--- src/rtl/vctl_pkg.sv ---
// Package: shared constants and types for the video control port decoder.
// Assumes 16-bit control words and 8-bit registers.
package vctl_pkg;
    localparam int WORD_W      = 16;
    localparam int ADDR_W      = 16;
    localparam int CODE_W      = 6;
    localparam int NUM_REGS    = 24;
    localparam int REG_W       = 8;
    localparam int IDX_W       = 5;
    localparam int REG_DMA_CFG = 1;   // register holding DMA enable and display enable
    localparam int REG_DMA_SRC = 23;  // register holding the DMA mode field
    localparam int BIT_DMA_EN  = 4;
    localparam int BIT_DISP_EN = 6;

    // status word bit positions
    localparam int ST_PAL   = 0;
    localparam int ST_DMA   = 1;
    localparam int ST_HBL   = 2;
    localparam int ST_VBL   = 3;
    localparam int ST_ODD   = 4;
    localparam int ST_COLL  = 5;
    localparam int ST_OVF   = 6;
    localparam int ST_VINT  = 7;
    localparam int ST_FULL  = 8;
    localparam int ST_EMPTY = 9;
    localparam logic [WORD_W-1:0] STATUS_RESET = 16'h0200;

    typedef enum logic [1:0] {
        DMA_BUS0 = 2'b00,
        DMA_BUS1 = 2'b01,
        DMA_FILL = 2'b10,
        DMA_COPY = 2'b11
    } dma_mode_e;
endpackage

--- src/rtl/vctl_regfile.sv ---
// Module: register file written by single-word register writes.
// Assumes at most one write per cycle; indices at or beyond NUM_REGS are dropped.
module vctl_regfile #(
    parameter int NUM_REGS = 24,
    parameter int REG_W    = 8,
    parameter int IDX_W    = 5
) (
    input  logic                      clk,
    input  logic                      rst_n,
    input  logic                      wr_stb,
    input  logic [IDX_W-1:0]          wr_idx,
    input  logic [REG_W-1:0]          wr_val,
    output logic [NUM_REGS*REG_W-1:0] regs_flat
);
    localparam int FLAT_W = NUM_REGS * REG_W;

    for (genvar g = 0; g < NUM_REGS; g++) begin : g_reg
        // one storage register per index, loaded on a matching write
        always_ff @(posedge clk) begin
            if (!rst_n)
                regs_flat[g*REG_W +: REG_W] <= '0;
            else if (wr_stb && (wr_idx == IDX_W'(g)))
                regs_flat[g*REG_W +: REG_W] <= wr_val;
        end
    end

    // an out-of-range index leaves every register untouched
    a_r2_high_index_ignored: assert property (@(posedge clk) disable iff (!rst_n)
        (wr_stb && (int'(wr_idx) >= NUM_REGS)) |=> $stable(regs_flat))
        else $error("R2 violated: register file changed on out-of-range write");

    // an in-range write lands in its register
    a_r1_write_lands: assert property (@(posedge clk) disable iff (!rst_n)
        (wr_stb && (int'(wr_idx) < NUM_REGS)) |=>
            (regs_flat[int'($past(wr_idx))*REG_W +: REG_W] == $past(wr_val)))
        else $error("R1 violated: register write not stored");

    logic unused_w;
    assign unused_w = ^FLAT_W;
endmodule

--- src/rtl/vctl_cmd_track.sv ---
// Module: two-word command tracker holding address, code, pending flag and
// the latched upper address bits; raises the DMA start pulse.
// Assumes register values reg_dma_en / reg_mode are the values before this clock.
module vctl_cmd_track
    import vctl_pkg::*;
#(
    parameter int WORD_W = 16,
    parameter int ADDR_W = 16,
    parameter int CODE_W = 6
) (
    input  logic              clk,
    input  logic              rst_n,
    input  logic              wr_en,
    input  logic [WORD_W-1:0] wr_data,
    input  logic              rd_en,
    input  logic              reg_dma_en,
    input  logic [1:0]        reg_mode,
    output logic              is_reg_write,
    output logic [ADDR_W-1:0] addr_q,
    output logic [CODE_W-1:0] code_q,
    output logic              pending_q,
    output logic              dma_start_q,
    output dma_mode_e         dma_mode_q
);
    localparam int LO_ADDR_W = ADDR_W - 2;
    localparam int HI_CODE_W = CODE_W - 2;

    logic [1:0] hi_latch_q;
    logic       first_half;
    logic       second_half;
    logic       dma_req;

    // classify the incoming word by the pending state
    always_comb begin
        first_half   = wr_en && !pending_q;
        second_half  = wr_en && pending_q;
        is_reg_write = first_half && (wr_data[WORD_W-1 -: 2] == 2'b10);
        dma_req      = second_half && wr_data[7] && reg_dma_en;
    end

    // address, upper-bit latch and code register updates
    always_ff @(posedge clk) begin
        if (!rst_n) begin
            addr_q     <= '0;
            code_q     <= '0;
            hi_latch_q <= '0;
        end else if (first_half) begin
            addr_q <= {hi_latch_q, wr_data[LO_ADDR_W-1:0]};
            code_q <= {code_q[CODE_W-1:2], wr_data[WORD_W-1 -: 2]};
        end else if (second_half) begin
            addr_q     <= {wr_data[1:0], addr_q[LO_ADDR_W-1:0]};
            hi_latch_q <= wr_data[1:0];
            code_q     <= {wr_data[4 +: HI_CODE_W], code_q[1:0]};
        end
    end

    // pending flag: set by a command first half, cleared by second half or read
    always_ff @(posedge clk) begin
        if (!rst_n)
            pending_q <= 1'b0;
        else if (first_half)
            pending_q <= !is_reg_write;
        else if (second_half || rd_en)
            pending_q <= 1'b0;
    end

    // DMA start pulse and captured mode
    always_ff @(posedge clk) begin
        if (!rst_n) begin
            dma_start_q <= 1'b0;
            dma_mode_q  <= DMA_BUS0;
        end else begin
            dma_start_q <= dma_req;
            if (dma_req)
                dma_mode_q <= dma_mode_e'(reg_mode);
        end
    end

    // a non-register first half leaves a command pending
    a_r3_first_half_sets: assert property (@(posedge clk) disable iff (!rst_n)
        (wr_en && !pending_q && (wr_data[WORD_W-1 -: 2] != 2'b10)) |=> pending_q)
        else $error("R3 violated: pending not set");

    // second half closes the command and loads the upper address bits
    a_r4_second_half_closes: assert property (@(posedge clk) disable iff (!rst_n)
        (wr_en && pending_q) |=> (!pending_q && (addr_q[ADDR_W-1 -: 2] == $past(wr_data[1:0]))))
        else $error("R4 violated: second half handling");

    // a read without a write cancels the pending command
    a_r7_read_cancels: assert property (@(posedge clk) disable iff (!rst_n)
        (rd_en && !wr_en) |=> !pending_q)
        else $error("R7 violated: read left command pending");

    // a DMA start only follows a second-half write
    a_r5_dma_after_second: assert property (@(posedge clk) disable iff (!rst_n)
        dma_start_q |-> $past(wr_en && pending_q && wr_data[7]))
        else $error("R5 violated: spurious DMA start");
endmodule

--- src/rtl/vctl_status.sv ---
// Module: status word storage and read side effects.
// Assumes level inputs are sampled each cycle and event inputs are one-cycle pulses.
module vctl_status
    import vctl_pkg::*;
#(
    parameter int WORD_W = 16
) (
    input  logic              clk,
    input  logic              rst_n,
    input  logic              rd_en,
    input  logic              display_en,
    input  logic              pal_mode,
    input  logic              dma_busy,
    input  logic              hblank,
    input  logic              vblank,
    input  logic              odd_field,
    input  logic              fifo_full,
    input  logic              fifo_empty,
    input  logic              coll_evt,
    input  logic              ovf_evt,
    input  logic              vint_evt,
    output logic [WORD_W-1:0] rd_word
);
    logic [WORD_W-1:0] stat_q;
    logic [WORD_W-1:0] stat_d;

    // next status: refresh levels, apply read clears, then let events win
    always_comb begin
        stat_d           = '0;
        stat_d[ST_DMA]   = dma_busy;
        stat_d[ST_HBL]   = hblank;
        stat_d[ST_VBL]   = vblank;
        stat_d[ST_ODD]   = odd_field;
        stat_d[ST_FULL]  = fifo_full;
        stat_d[ST_EMPTY] = fifo_empty;
        stat_d[ST_COLL]  = (stat_q[ST_COLL] && !rd_en) || coll_evt;
        stat_d[ST_OVF]   = (stat_q[ST_OVF]  && !rd_en) || ovf_evt;
        stat_d[ST_VINT]  = (stat_q[ST_VINT] && !(rd_en && !stat_q[ST_VBL])) || vint_evt;
    end

    // status register
    always_ff @(posedge clk) begin
        if (!rst_n)
            stat_q <= STATUS_RESET;
        else
            stat_q <= stat_d;
    end

    // returned word: live PAL bit and forced vblank while the display is off
    always_comb begin
        rd_word         = stat_q;
        rd_word[ST_PAL] = pal_mode;
        if (!display_en)
            rd_word[ST_VBL] = 1'b1;
    end

    // a read with no new collision clears the collision flag
    a_r7_coll_cleared: assert property (@(posedge clk) disable iff (!rst_n)
        (rd_en && !coll_evt) |=> !stat_q[ST_COLL])
        else $error("R7 violated: collision flag survived read");

    // inside vblank a read keeps the vertical interrupt flag
    a_r7_vint_kept_in_vblank: assert property (@(posedge clk) disable iff (!rst_n)
        (rd_en && stat_q[ST_VBL] && stat_q[ST_VINT]) |=> stat_q[ST_VINT])
        else $error("R7 violated: vint flag cleared during vblank");

    // an event pulse always leaves its flag set
    a_r10_event_wins: assert property (@(posedge clk) disable iff (!rst_n)
        (vint_evt && ovf_evt) |=> (stat_q[ST_VINT] && stat_q[ST_OVF]))
        else $error("R10 violated: event lost to read clear");
endmodule

--- src/rtl/vctl_cmd_decoder.sv ---
// Module: top of the video control port decoder. Splits register writes from
// command words, holds the register file, and serves status reads.
// Assumes one control access of each kind per cycle at most.
module vctl_cmd_decoder
    import vctl_pkg::*;
(
    input  logic                      clk,
    input  logic                      rst_n,
    input  logic                      ctrl_wr_en,
    input  logic [WORD_W-1:0]         ctrl_wr_data,
    input  logic                      ctrl_rd_en,
    output logic [WORD_W-1:0]         ctrl_rd_data,
    input  logic                      pal_mode,
    input  logic                      dma_busy,
    input  logic                      hblank,
    input  logic                      vblank,
    input  logic                      odd_field,
    input  logic                      fifo_full,
    input  logic                      fifo_empty,
    input  logic                      sprite_coll_evt,
    input  logic                      sprite_ovf_evt,
    input  logic                      vint_evt,
    output logic [ADDR_W-1:0]         vram_addr,
    output logic [CODE_W-1:0]         access_code,
    output logic                      cmd_pending,
    output logic                      dma_start,
    output logic [1:0]                dma_mode,
    output logic [NUM_REGS*REG_W-1:0] regs_flat
);
    logic            reg_wr;
    logic [REG_W-1:0] cfg_reg;
    logic [REG_W-1:0] src_reg;
    dma_mode_e       mode_q;

    // pick the configuration registers out of the flat bus
    always_comb begin
        cfg_reg  = regs_flat[REG_DMA_CFG*REG_W +: REG_W];
        src_reg  = regs_flat[REG_DMA_SRC*REG_W +: REG_W];
        dma_mode = mode_q;
    end

    vctl_cmd_track #(
        .WORD_W (WORD_W),
        .ADDR_W (ADDR_W),
        .CODE_W (CODE_W)
    ) i_track (
        .clk          (clk),
        .rst_n        (rst_n),
        .wr_en        (ctrl_wr_en),
        .wr_data      (ctrl_wr_data),
        .rd_en        (ctrl_rd_en),
        .reg_dma_en   (cfg_reg[BIT_DMA_EN]),
        .reg_mode     (src_reg[REG_W-1 -: 2]),
        .is_reg_write (reg_wr),
        .addr_q       (vram_addr),
        .code_q       (access_code),
        .pending_q    (cmd_pending),
        .dma_start_q  (dma_start),
        .dma_mode_q   (mode_q)
    );

    vctl_regfile #(
        .NUM_REGS (NUM_REGS),
        .REG_W    (REG_W),
        .IDX_W    (IDX_W)
    ) i_regs (
        .clk       (clk),
        .rst_n     (rst_n),
        .wr_stb    (reg_wr),
        .wr_idx    (ctrl_wr_data[8 +: IDX_W]),
        .wr_val    (ctrl_wr_data[REG_W-1:0]),
        .regs_flat (regs_flat)
    );

    vctl_status #(
        .WORD_W (WORD_W)
    ) i_status (
        .clk        (clk),
        .rst_n      (rst_n),
        .rd_en      (ctrl_rd_en),
        .display_en (cfg_reg[BIT_DISP_EN]),
        .pal_mode   (pal_mode),
        .dma_busy   (dma_busy),
        .hblank     (hblank),
        .vblank     (vblank),
        .odd_field  (odd_field),
        .fifo_full  (fifo_full),
        .fifo_empty (fifo_empty),
        .coll_evt   (sprite_coll_evt),
        .ovf_evt    (sprite_ovf_evt),
        .vint_evt   (vint_evt),
        .rd_word    (ctrl_rd_data)
    );

    // a write in the read cycle decides the pending flag
    a_r10_write_beats_read: assert property (@(posedge clk) disable iff (!rst_n)
        (ctrl_rd_en && ctrl_wr_en && !cmd_pending && (ctrl_wr_data[15:14] != 2'b10)) |=> cmd_pending)
        else $error("R10 violated: read overrode a first-half write");

    // the upper six bits of the read word are always zero
    a_r6_upper_zero: assert property (@(posedge clk) disable iff (!rst_n)
        ctrl_rd_data[15:10] == 6'd0)
        else $error("R6 violated: upper status bits nonzero");
endmodule

--- config.mk ---
export PLATFORM = sky130hd
export DESIGN_NAME = vctl_cmd_decoder
export DESIGN_NICKNAME = d
export VERILOG_FILES = /design/src/rtl/vctl_pkg.sv /design/src/rtl/vctl_regfile.sv /design/src/rtl/vctl_cmd_track.sv /design/src/rtl/vctl_status.sv /design/src/rtl/vctl_cmd_decoder.sv
export SDC_FILE = /design/constraint.sdc
export NUM_CORES = 1
export LEC_CHECK = 0
export ABC_AREA = 1
export BUFFER_PORTS_ARGS = -buffer_cell sky130_fd_sc_hd__buf_2
export CAP_MARGIN = 20
export CELL_PAD_IN_SITES_DETAIL_PLACEMENT = 0
export CELL_PAD_IN_SITES_GLOBAL_PLACEMENT = 1
export CORE_ASPECT_RATIO = 0.9
export CORE_MARGIN = 4
export CORE_UTILIZATION = 39
export CTS_CLUSTER_SIZE = 12
export DETAILED_ROUTE_END_ITERATION = 8
export PLACE_DENSITY_LB_ADDON = 0.1
export SYNTH_ARGS = -nofsm -noshare
export SYNTH_HDL_FRONTEND = slang
export SYNTH_SLANG_ARGS = --single-unit
--- constraint.sdc ---
create_clock -name clk -period 2.8 [get_ports clk]
set_clock_uncertainty 0.1 [all_clocks]
set_input_delay 0.14 -clock clk [delete_from_list [all_inputs] [get_ports clk]]
set_output_delay 0.14 -clock clk [all_outputs]
set_load 0.005 [all_outputs]
==> metrics.txt, run 1 <==
GPL Wtd Cong=0.773; layout cells sized above 1=22.2%; clock sinks=229; HP Class=input pin to register; Netlist cell types=25; first-pass GRT wire length=47.3 mm; Post-Syn Instances=1,372; commonest cells after routing, fill and taps aside=nor2_1, nand2_1, buf_2, dfxtp_1, inv_1; Clock power frac=46.4%; Power Internal=0.00544 W; Worst Setup SP=i_track.pending_q$_SDFFE_PN0P_; ANT cells=0; Yosys reg bits=229; Setup Buffers After CTS=0; crit-path max cell delay=0.58 ns; FMAX=478 MHz; via count=8,879; power per cell area=588 nW/um^2; Boundary Pins=264; All-Layer GR Usage=21.6%; DIE AREA=27,100 sq um; die width=173 microns; Min Hold Slack=0.0222 ns; number of global-route vias before repair=8,236; min-delay src=ctrl_wr_data[7]; CTS tree=done; global route overflow=0; WP data arrival=2.45 ns; Final Hold Fails=0; Switch Pwr=0.00166 W; Setup TNS=0 ns; sequential area share after synthesis=47.9%; # nets final=1,649; WL final=30.5 mm; Clock Path Buffers=3; Worst R2R Setup Slack=0.71 ns; hpwl dp=20.4 mm; # setup viols final=0; fin crit share=74.7%; pin slew with the least headroom to its limit=0.843 ns; Max Cap Violations=0; Avg Synthesized Cell Area=6.98 sq um; RSZ-0062 raised after global routing=false; min Tclk post-route=2.09 ns; CTS resizes=0; Synth Warn #=0; H-tree depth=1; core area=24,200 sq um; CTS Root Cell=clkbuf_16; CP required=3.16 ns; Critical Path Sink Type=register; commonest non-fill, non-tap cell in the layout=nor2_1; Reg2Reg Launch Point=i_track.pending_q$_SDFFE_PN0P_; Reg power frac=46.8%; Antenna Violating Nets Remaining=0; routed length per instance=15.7 microns; CP Class=register to register; max-slew violation count=0; Post-Syn Area=9580 sq um; Critical Path Fanout Max=20; worst rel slew slack=43.7%; Sw Share=23.4%; Gate power share=6.8%; DR iter-0 viols=490; Cell Chain, Critical Path=nor2_4 -> buf_4 -> o21ai_0 -> a21oi_1 -> dlygate4sd3_1; die height=157 microns; Clock transition at path regs=0.06 ns; Area Growth Syn to Fin=26.1%; Worst IR Drop VDD=0.346 mV; DR pass1 iterations=5; CTS buffer count=26; # rows=54; PortBufs=255; initial core utilization=39.6%; initial antenna violation count=1; Residual DRC=0; status=finished, final reports clean; Skew-Pair Late Insertion Delay=0.52 ns; Via-to-Cell Ratio=4.57; Leak Pwr=6.23 nW; startpoint class of the critical path=register; pin count of the biggest net entering global routing=134; crit path max-delay cell type=dlygate4sd3_1
## worst paths after layout
check,end,depth (start not counted)
setup / recovery,i_track.code_q[0]$_SDFFE_PN0P_,5
hold / removal,i_track.code_q[5]$_SDFFE_PN0P_,4
setup reg to reg,i_track.code_q[0]$_SDFFE_PN0P_,5
hold reg to reg,i_track.addr_q[12]$_SDFFE_PN0P_,2
## Yosys cell counts
cell type	instances	area, sq um
nor2_1	382	1430
nand2_4	1	11.3
nand4_1	40	250
nor2_2	11	68.8
inv_1	127	477
nor2_8	1	20.0
nand3_1	80	400
buf_4	21	158
buf_6	7	78.8
buf_2	22	110
buf_1	5	18.8
nand3_4	7	123
clkinv_1	5	18.8
inv_2	12	45.0
nand3_2	5	50.1
a21oi_1	25	125
nand2_2	3	18.8
nor3_2	1	10.0
or2_2	2	12.5
conb_1	1	3.75
nand2_1	316	1190
clkbuf_1	36	135
o21ai_0	21	105
nor2_4	12	135
dfxtp_1	229	4580
## power groups by stage
stage	sequential (W)	combinational, W	clock, W
final	0.00332	0.000481	0.00330
after detailed placement	0.00339	0.000444	0
after CTS	0.00332	0.000482	0.00338
after floorplan	0.00339	0.000280	0
after global placement	0.00339	0.000442	0
after global routing	0.00332	0.000528	0.00353
## layout make-up
cell class	count	area, sq um
Clock inverter	4	47.5
Sequential cell	229	4580
Timing Repair Buffer	305	1760
Tap cell	308	385
Multi-Input combinational cell	913	3970
Inverter	144	541
Fill cell	2469	12100
Clock buffer	42	782
## stage by stage
| step | setup slack, ns | std cells | util [%] | total power [W] | area, sq um |
|---|---|---|---|---|---|
| after global placement | 0.946 | 1867 | 45.2 | 0.00384 | 10900 |
| after floorplan | 1.27 | 1377 | - | 0.00367 | 9600 |
| after detailed placement | 0.910 | 1867 | 45.2 | 0.00384 | 10900 |
| final | 0.708 | 1945 | 49.9 | 0.00710 | 12100 |
| after global routing | 0.559 | 1945 | 49.9 | 0.00738 | 12100 |
| after CTS | 0.773 | 1945 | 49.9 | 0.00719 | 12100 |
## repair_timing
action,CTS,global route
hold endpoints to repair,105,0
hold buffers,32,0
endpoints found under the setup margin,0,0
## registers in the layout, indices dropped and copies added (netlist names)
register and cells:
i_track.dma_mode_q 2, i_track.addr_q 16, i_track.pending_q 1, i_track.code_q 6
i_track.hi_latch_q 2, i_track.dma_start_q 1, i_status.stat_q 9, i_regs.regs_flat 192
## critical path, delay by kind of cell (launching register included)
| kind | cells | cell delay, ns |
|---|---|---|
| AND/OR/NAND/NOR | 1 | 0.39 |
| flip-flops | 1 | 0.37 |
| AO/OA/AOI/OAI | 2 | 0.27 |
| buffers and inverters | 2 | 0.88 |
## cell families (layout without fill, tap and decap cells)
| group | after synthesis | in the layout | synth area share [%] |
|---|---|---|---|
| buffers and inverters | 235 | 495 | 10.9 |
| AOI/OAI and AO/OA | 46 | 46 | 2.40 |
| DFF | 229 | 229 | 47.9 |
| other | 1 | 6 | 0.0391 |
| and+or+nand+nor | 861 | 861 | 38.8 |
## layer usage
metal / GRT usage [%] / part of all wire (%) / vias up
li1: - / - / 4646
met5: 0 / 0.023 / -
met2: 34.2 / 44 / 238
met1: 29.8 / 48 / 3954
met3: 5.51 / 6.2 / 39
met4: 5.09 / 2.2 / 2
No activity file was read; power rests on OpenSTA's default activity.
==> run 2, diff against run 1 <==
--- a/config.mk
+++ b/config.mk
@@ -12,7 +12,7 @@
 export CELL_PAD_IN_SITES_GLOBAL_PLACEMENT = 1
 export CORE_ASPECT_RATIO = 0.9
 export CORE_MARGIN = 4
-export CORE_UTILIZATION = 39
+export CORE_UTILIZATION = 37
 export CTS_CLUSTER_SIZE = 12
 export DETAILED_ROUTE_END_ITERATION = 8
 export PLACE_DENSITY_LB_ADDON = 0.1
==> constraint.sdc (replaced) <==
create_clock -name clk -period 2.2 [get_ports clk]
set_clock_uncertainty 0.1 [all_clocks]
set_input_delay 0.11 -clock clk [delete_from_list [all_inputs] [get_ports clk]]
set_output_delay 0.11 -clock clk [all_outputs]
set_load 0.005 [all_outputs]
==> run 2 against run 1 <==
Net effect: power up 31%; wire length increased by 2.1%; critical endpoint is now i_track.addr_q[13]$_SDFFE_PN0P_; non-clock buffer count is 17 higher; design area grew 2.4%; first-iteration DRC count rose by 15%; global-route usage down 0.50 points; via count grew 1.1%.
==> metrics.txt, run 2 (synthesized netlist as in run 1, its figures left out) <==
Max Cap Violations=0; Power Internal=0.00710 W; crit-path max cell delay=0.56 ns; ANT cells=0; core area=25,300 sq um; via count=8,977; GPL Wtd Cong=0.794; first-pass GRT wire length=48.1 mm; RR Endpoint=i_track.addr_q[13]$_SDFFE_PN0P_; clock sinks=229; worst rel slew slack=39.0%; max reg flops=192; Reg power frac=45.6%; power per cell area=749 nW/um^2; die width=178 microns; Switch Pwr=0.00216 W; layout cells sized above 1=22.9%; max-slew violation count=0; DR pass1 iterations=4; HP Class=input pin to primary output; startpoint class of the critical path=input pin; worst hold path endpoint=ctrl_rd_data[0]; Cell Chain, Critical Path=dlygate4sd3_1 -> buf_6 -> buf_16 -> o21ai_0 -> dlygate4sd3_1 -> nor2_1 -> dlygate4sd3_1; CTS buffer count=26; CTS tree=done; status=finished, final reports clean; Reg2Reg Launch Point=i_track.pending_q$_SDFFE_PN0P_; FMAX=494 MHz; routed length per instance=15.6 microns; # nets final=1,666; PortBufs=255; DIE AREA=28,500 sq um; DR iter-0 viols=563; Skew-Pair Late Insertion Delay=0.51 ns; Min Hold Slack=0.120 ns; Final Hold Fails=0; Fill cells=2,649; All-Layer GR Usage=21.1%; Gate power share=7.1%; crit-path most repeated cell=dlygate4sd3_1; initial antenna violation count=0; Antenna Violating Nets Remaining=0; path depth of the worst reg2reg path=6; RSZ-0062 raised after global routing=false; Final Total Pwr=0.00927 W; crit-path leading delay family=buffers and inverters; pin count of the biggest net entering global routing=72; initial core utilization=37.8%; Setup TNS=0 ns; H-tree depth=1; Boundary Pins=264; Worst R2R Setup Slack=0.18 ns; Critical Path Fanout Max=31; Sw Share=23.4%; WHS Path Cells=0; Via-to-Cell Ratio=4.50; CTS Root Cell=clkbuf_16; # rows=55; Clock Path Buffers=3; Multi-input gate area=3970 sq um; Buf/Inv on CP=5; die height=161 microns; commonest non-fill, non-tap cell in the layout=nor2_1; Clock transition at path regs=0.06 ns; number of global-route vias before repair=8,590; Top reg by flops=i_regs.regs_flat; WL final=31.1 mm; CP Class=input pin to register; Critical Path Sink Type=register; hpwl dp=20.7 mm; Worst IR Drop VDD=0.500 mV; Clock power frac=47.3%; global route overflow=0; Storage cell area=4590 sq um; # setup viols final=0; CP required=2.56 ns; fin crit share=92.0%; Residual DRC=0; Leak Pwr=6.36 nW; min Tclk post-route=2.02 ns; top flop regs=i_regs.regs_flat: 192 flops, i_track.addr_q: 16 flops, i_status.stat_q: 9 flops; WP data arrival=2.38 ns; commonest cells after routing, fill and taps aside=nor2_1, nand2_1, buf_2, dfxtp_1, inv_1; crit path max-delay cell type=dlygate4sd3_1; Area Growth Syn to Fin=29.1%; pin slew with the least headroom to its limit=0.915 ns; min-delay src=pal_mode
-- run 2: what timing repair did --
action	4_1_cts	5_1_grt
endpoints found under the hold margin	140	0
setup endpoints to repair	0	2
hold buffers	40	0
gates resized for setup	0	2
buffers inserted	0	2
-- run 2: power by group through the flow --
stage               Combinational (W)  Clock [W]  Sequential (W)
CTS                          0.000644    0.00450         0.00423
global placement             0.000578          0         0.00432
floorplan                    0.000356          0         0.00432
finish                       0.000655    0.00438         0.00423
detailed placement           0.000579          0         0.00432
global route                 0.000717    0.00468         0.00423
-- run 2: worst max-delay path by stage --
stage	slack (ns)	cells past startpoint	endpoint	startpoint
3_5_place_dp	0.43	7	i_regs.regs_flat[78]$_SDFFE_PN0P_	i_track.pending_q$_SDFFE_PN0P_
6_report	0.18	7	i_track.addr_q[13]$_SDFFE_PN0P_	rst_n
2_1_floorplan	0.67	9	i_regs.regs_flat[65]$_SDFFE_PN0P_	i_track.pending_q$_SDFFE_PN0P_
4_1_cts	0.03	8	i_regs.regs_flat[147]$_SDFFE_PN0P_	i_track.pending_q$_SDFFE_PN0P_
5_1_grt	0.02	11	i_regs.regs_flat[147]$_SDFFE_PN0P_	ctrl_wr_en
3_3_place_gp	0.48	7	i_regs.regs_flat[78]$_SDFFE_PN0P_	i_track.pending_q$_SDFFE_PN0P_
-- run 2: area by class of cell --
class | instances | area share, %
multi-input combinational | 913 | 32.1
timing repair buffer | 322 | 15.9
clock inverter | 7 | 0.718
sequential | 229 | 37.1
tap | 342 | 3.46
clock buffer | 40 | 6.34
inverter | 144 | 4.37
-- run 2: worst register-to-register path, stage by stage, from the launching register on --
cell           delay, ns
dfxtp_2             0.35
inv_2               0.06
nand2_2             0.09
o21ai_0             0.15
dlygate4sd3_1       0.56
nor2_1              0.04
dlygate4sd3_1       0.55
-- run 2: stage by stage --
step | setup slack [ns] | util [%] | std cells | cell area [sq um]
after global placement | 0.481 | 43.6 | 1907 | 11000
after floorplan | 0.668 | - | 1377 | 9600
final | 0.175 | 48.8 | 1997 | 12400
after global routing | 0.0178 | 48.8 | 1997 | 12400
after CTS | 0.0262 | 48.7 | 1994 | 12300
after detailed placement | 0.433 | 43.6 | 1907 | 11000
-- run 2: per-layer routing --
metal	GRT usage (%)	routed length, microns
met5	0	0
met4	4.53	654
met1	29.7	14700
met3	3.84	1870
met2	33.9	13900
==> run 3, diff against run 2 <==
--- a/config.mk
+++ b/config.mk
@@ -5,14 +5,14 @@
 export SDC_FILE = /design/constraint.sdc
 export NUM_CORES = 1
 export LEC_CHECK = 0
-export ABC_AREA = 1
+export ABC_CLOCK_PERIOD_IN_PS = 2200
 export BUFFER_PORTS_ARGS = -buffer_cell sky130_fd_sc_hd__buf_2
 export CAP_MARGIN = 20
 export CELL_PAD_IN_SITES_DETAIL_PLACEMENT = 0
 export CELL_PAD_IN_SITES_GLOBAL_PLACEMENT = 1
 export CORE_ASPECT_RATIO = 0.9
 export CORE_MARGIN = 4
-export CORE_UTILIZATION = 37
+export CORE_UTILIZATION = 38
 export CTS_CLUSTER_SIZE = 12
 export DETAILED_ROUTE_END_ITERATION = 8
 export PLACE_DENSITY_LB_ADDON = 0.1
==> run 3 against run 2 <==
Net effect: die area down 12%; worst setup slack better by 0.23 ns; largest cell class unchanged; highest routed layer unchanged; critical path type unchanged; critical endpoint is now i_regs.regs_flat[133]$_SDFFE_PN0P_; combinational power down 29%.
==> metrics.txt, run 3 <==
status=finished, final reports clean; Worst R2R Setup Slack=0.48 ns; PortBufs=255; Synth Warn #=0; commonest non-fill, non-tap cell in the layout=buf_2; synth cell count leaders=nand2_1, dfxtp_1, mux2i_1; All-Layer GR Usage=20.2%; GPL Wtd Cong=0.717; worst rel slew slack=61.3%; initial antenna violation count=0; # nets final=1,135; sequential area share after synthesis=53.6%; Hold Buf Count CTS=31; Area Growth Syn to Fin=29.6%; Worst IR Drop VDD=0.420 mV; Min Hold Slack=0.120 ns; Leak Pwr=5.72 nW; min-delay src=pal_mode; CTS tree=done; Via-to-Cell Ratio=4.72; Final Hold Fails=0; Boundary Pins=264; DR pass1 iterations=4; clock sinks=229; max-slew violation count=0; Skew-Pair Late Insertion Delay=0.51 ns; pin slew with the least headroom to its limit=0.581 ns; Post-Syn Area=8550 sq um; Most used DFF post-synth=dfxtp_1; area leader, netlist=dfxtp_1; Clock transition at path regs=0.06 ns; Post-Syn Instances=840; number of global-route vias before repair=6,580; H-tree depth=1; fin crit share=81.7%; Reg2Reg Launch Point=i_track.pending_q$_SDFFE_PN0P_; initial core utilization=39.1%; # setup viols final=0; global route overflow=0; CP Class=input pin to register; most frequent cell after synthesis=nand2_1; CTS buffer count=24; first-pass GRT wire length=40.1 mm; layout cells sized above 1=30.3%; Placed Cells=1,339; Post-synth EDFFs=0; Netlist cell types=36; top-area cell type share of the netlist area=53.6%; RR Endpoint=i_regs.regs_flat[133]$_SDFFE_PN0P_; top post-synthesis cells by area=dfxtp_1, mux2i_1, nand2_1; Antenna Violating Nets Remaining=0; startpoint class of the critical path=input pin; Clock Path Buffers=3; CP required=2.47 ns; Final Total Pwr=0.00846 W; worst hold path endpoint=ctrl_rd_data[0]; Critical Path Sink Type=register; pin count of the biggest net entering global routing=110; hpwl dp=17.0 mm; top flop regs=i_regs.regs_flat: 192 flops, i_track.addr_q: 16 flops, i_status.stat_q: 9 flops; min Tclk post-route=1.80 ns; CTS Root Cell=clkbuf_16; Max Cap Violations=0; Top reg by flops=i_regs.regs_flat; routed length per instance=18.4 microns; DR iter-0 viols=347; die height=150 microns; die width=166 microns; WL final=26.0 mm; WP data arrival=2.07 ns; # rows=51; RSZ-0062 raised after global routing=false; final worst slack=0.403 ns; final non-filler cell total=1,410; power per cell area=763 nW/um^2; via count=6,657; WHS Path Cells=0; HP Class=input pin to primary output; Setup TNS=0 ns; pre-CTS setup slack=0.426 ns; DIE AREA=25,000 sq um; ANT cells=0; FMAX=556 MHz; max reg flops=192; commonest cells after routing, fill and taps aside=buf_2, nand2_1, dfxtp_1, mux2i_1, dlygate4sd3_1; core area=21,900 sq um; Avg Synthesized Cell Area=10.2 sq um; CTS resizes=0; Critical Path Fanout Max=17; Residual DRC=0; Setup Buffers After CTS=0; asr flop ratio synth=0%; path depth of the worst reg2reg path=4; Yosys reg bits=229
-- run 3: cell count changes in the layout (fill, tap and decap cells not counted), moves of 8 or more --
cell / change
o21ai_0: -20
dlygate4sd3_1: -8
nor2_2: -10
inv_1: -125
nor2_1: -372
nand2_1: -75
mux2i_1: +196
nand4_1: -39
inv_2: -11
nand3_1: -74
nor2_4: -12
-- run 3: cells by family (layout without fill, tap and decap cells) --
kind of cell           Yosys count  count (layout)  synth area share [%]
and+or+nand+nor                305             305                  17.0
other                            1               6                0.0438
AOI/OAI and AO/OA               29              29                  1.78
muxes                          196             196                  22.9
DFF                            229             229                  53.6
buffers and inverters           80             354                  4.64
-- run 3: critical path: stages --
cell and delay [ns]:
dlygate4sd3_1 0.52, buf_2 0.29, and4bb_1 0.25, buf_4 0.30, nand4_2 0.38, mux2i_1 0.21
-- run 3: per-stage QoR --
| stage | area, sq um | util (%) |
|---|---|---|
| 4_1_cts | 11100 | 50.6 |
| 3_3_place_gp | 10000 | 45.9 |
| 5_1_grt | 11100 | 50.6 |
| 2_1_floorplan | 8570 | - |
| 3_5_place_dp | 10000 | 45.9 |
| 6_report | 11100 | 50.6 |
-- run 3: area by class of cell --
type	instances	area [sq um]
clock inverters	2	10.0
inverters	3	11.3
fillers	2112	10800
flip-flops and latches	229	4580
well taps	291	364
clock buffers	38	714
repair buffers	311	1790
multi-input cells	536	3610
-- run 3: routing by layer --
layer	vias to the layer above	track usage (%)	routed length [microns]
met5	-	0	0
li1	3284	-	-
met1	3154	27.4	11700
met2	188	32.7	12000
met4	0	3.96	441
met3	31	5.59	1930
-- run 3: how the worst max path moves through the flow --
stage / start / slack [ns] / cells after the start / to
2_1_floorplan: i_track.pending_q$_SDFFE_PN0P_ / 0.59 / 4 / i_regs.regs_flat[160]$_SDFFE_PN0P_
3_3_place_gp: ctrl_wr_en / 0.43 / 5 / i_regs.regs_flat[131]$_SDFFE_PN0P_
3_5_place_dp: ctrl_wr_en / 0.43 / 5 / i_regs.regs_flat[131]$_SDFFE_PN0P_
4_1_cts: ctrl_wr_en / 0.40 / 6 / i_regs.regs_flat[100]$_SDFFE_PN0P_
5_1_grt: ctrl_wr_en / 0.28 / 6 / i_regs.regs_flat[153]$_SDFFE_PN0P_
6_report: ctrl_wr_en / 0.40 / 6 / i_regs.regs_flat[133]$_SDFFE_PN0P_
-- run 3: where the power goes --
| part | leakage, nW | switching, W | total (W) | internal [W] |
|---|---|---|---|---|
| Combinational | 3.52 | 0.000309 | 0.000468 | 0.000159 |
| Clock | 0.355 | 0.00158 | 0.00378 | 0.00221 |
| Sequential | 1.85 | 0.0000190 | 0.00421 | 0.00419 |
| Total | 5.72 | 0.00190 | 0.00846 | 0.00655 |
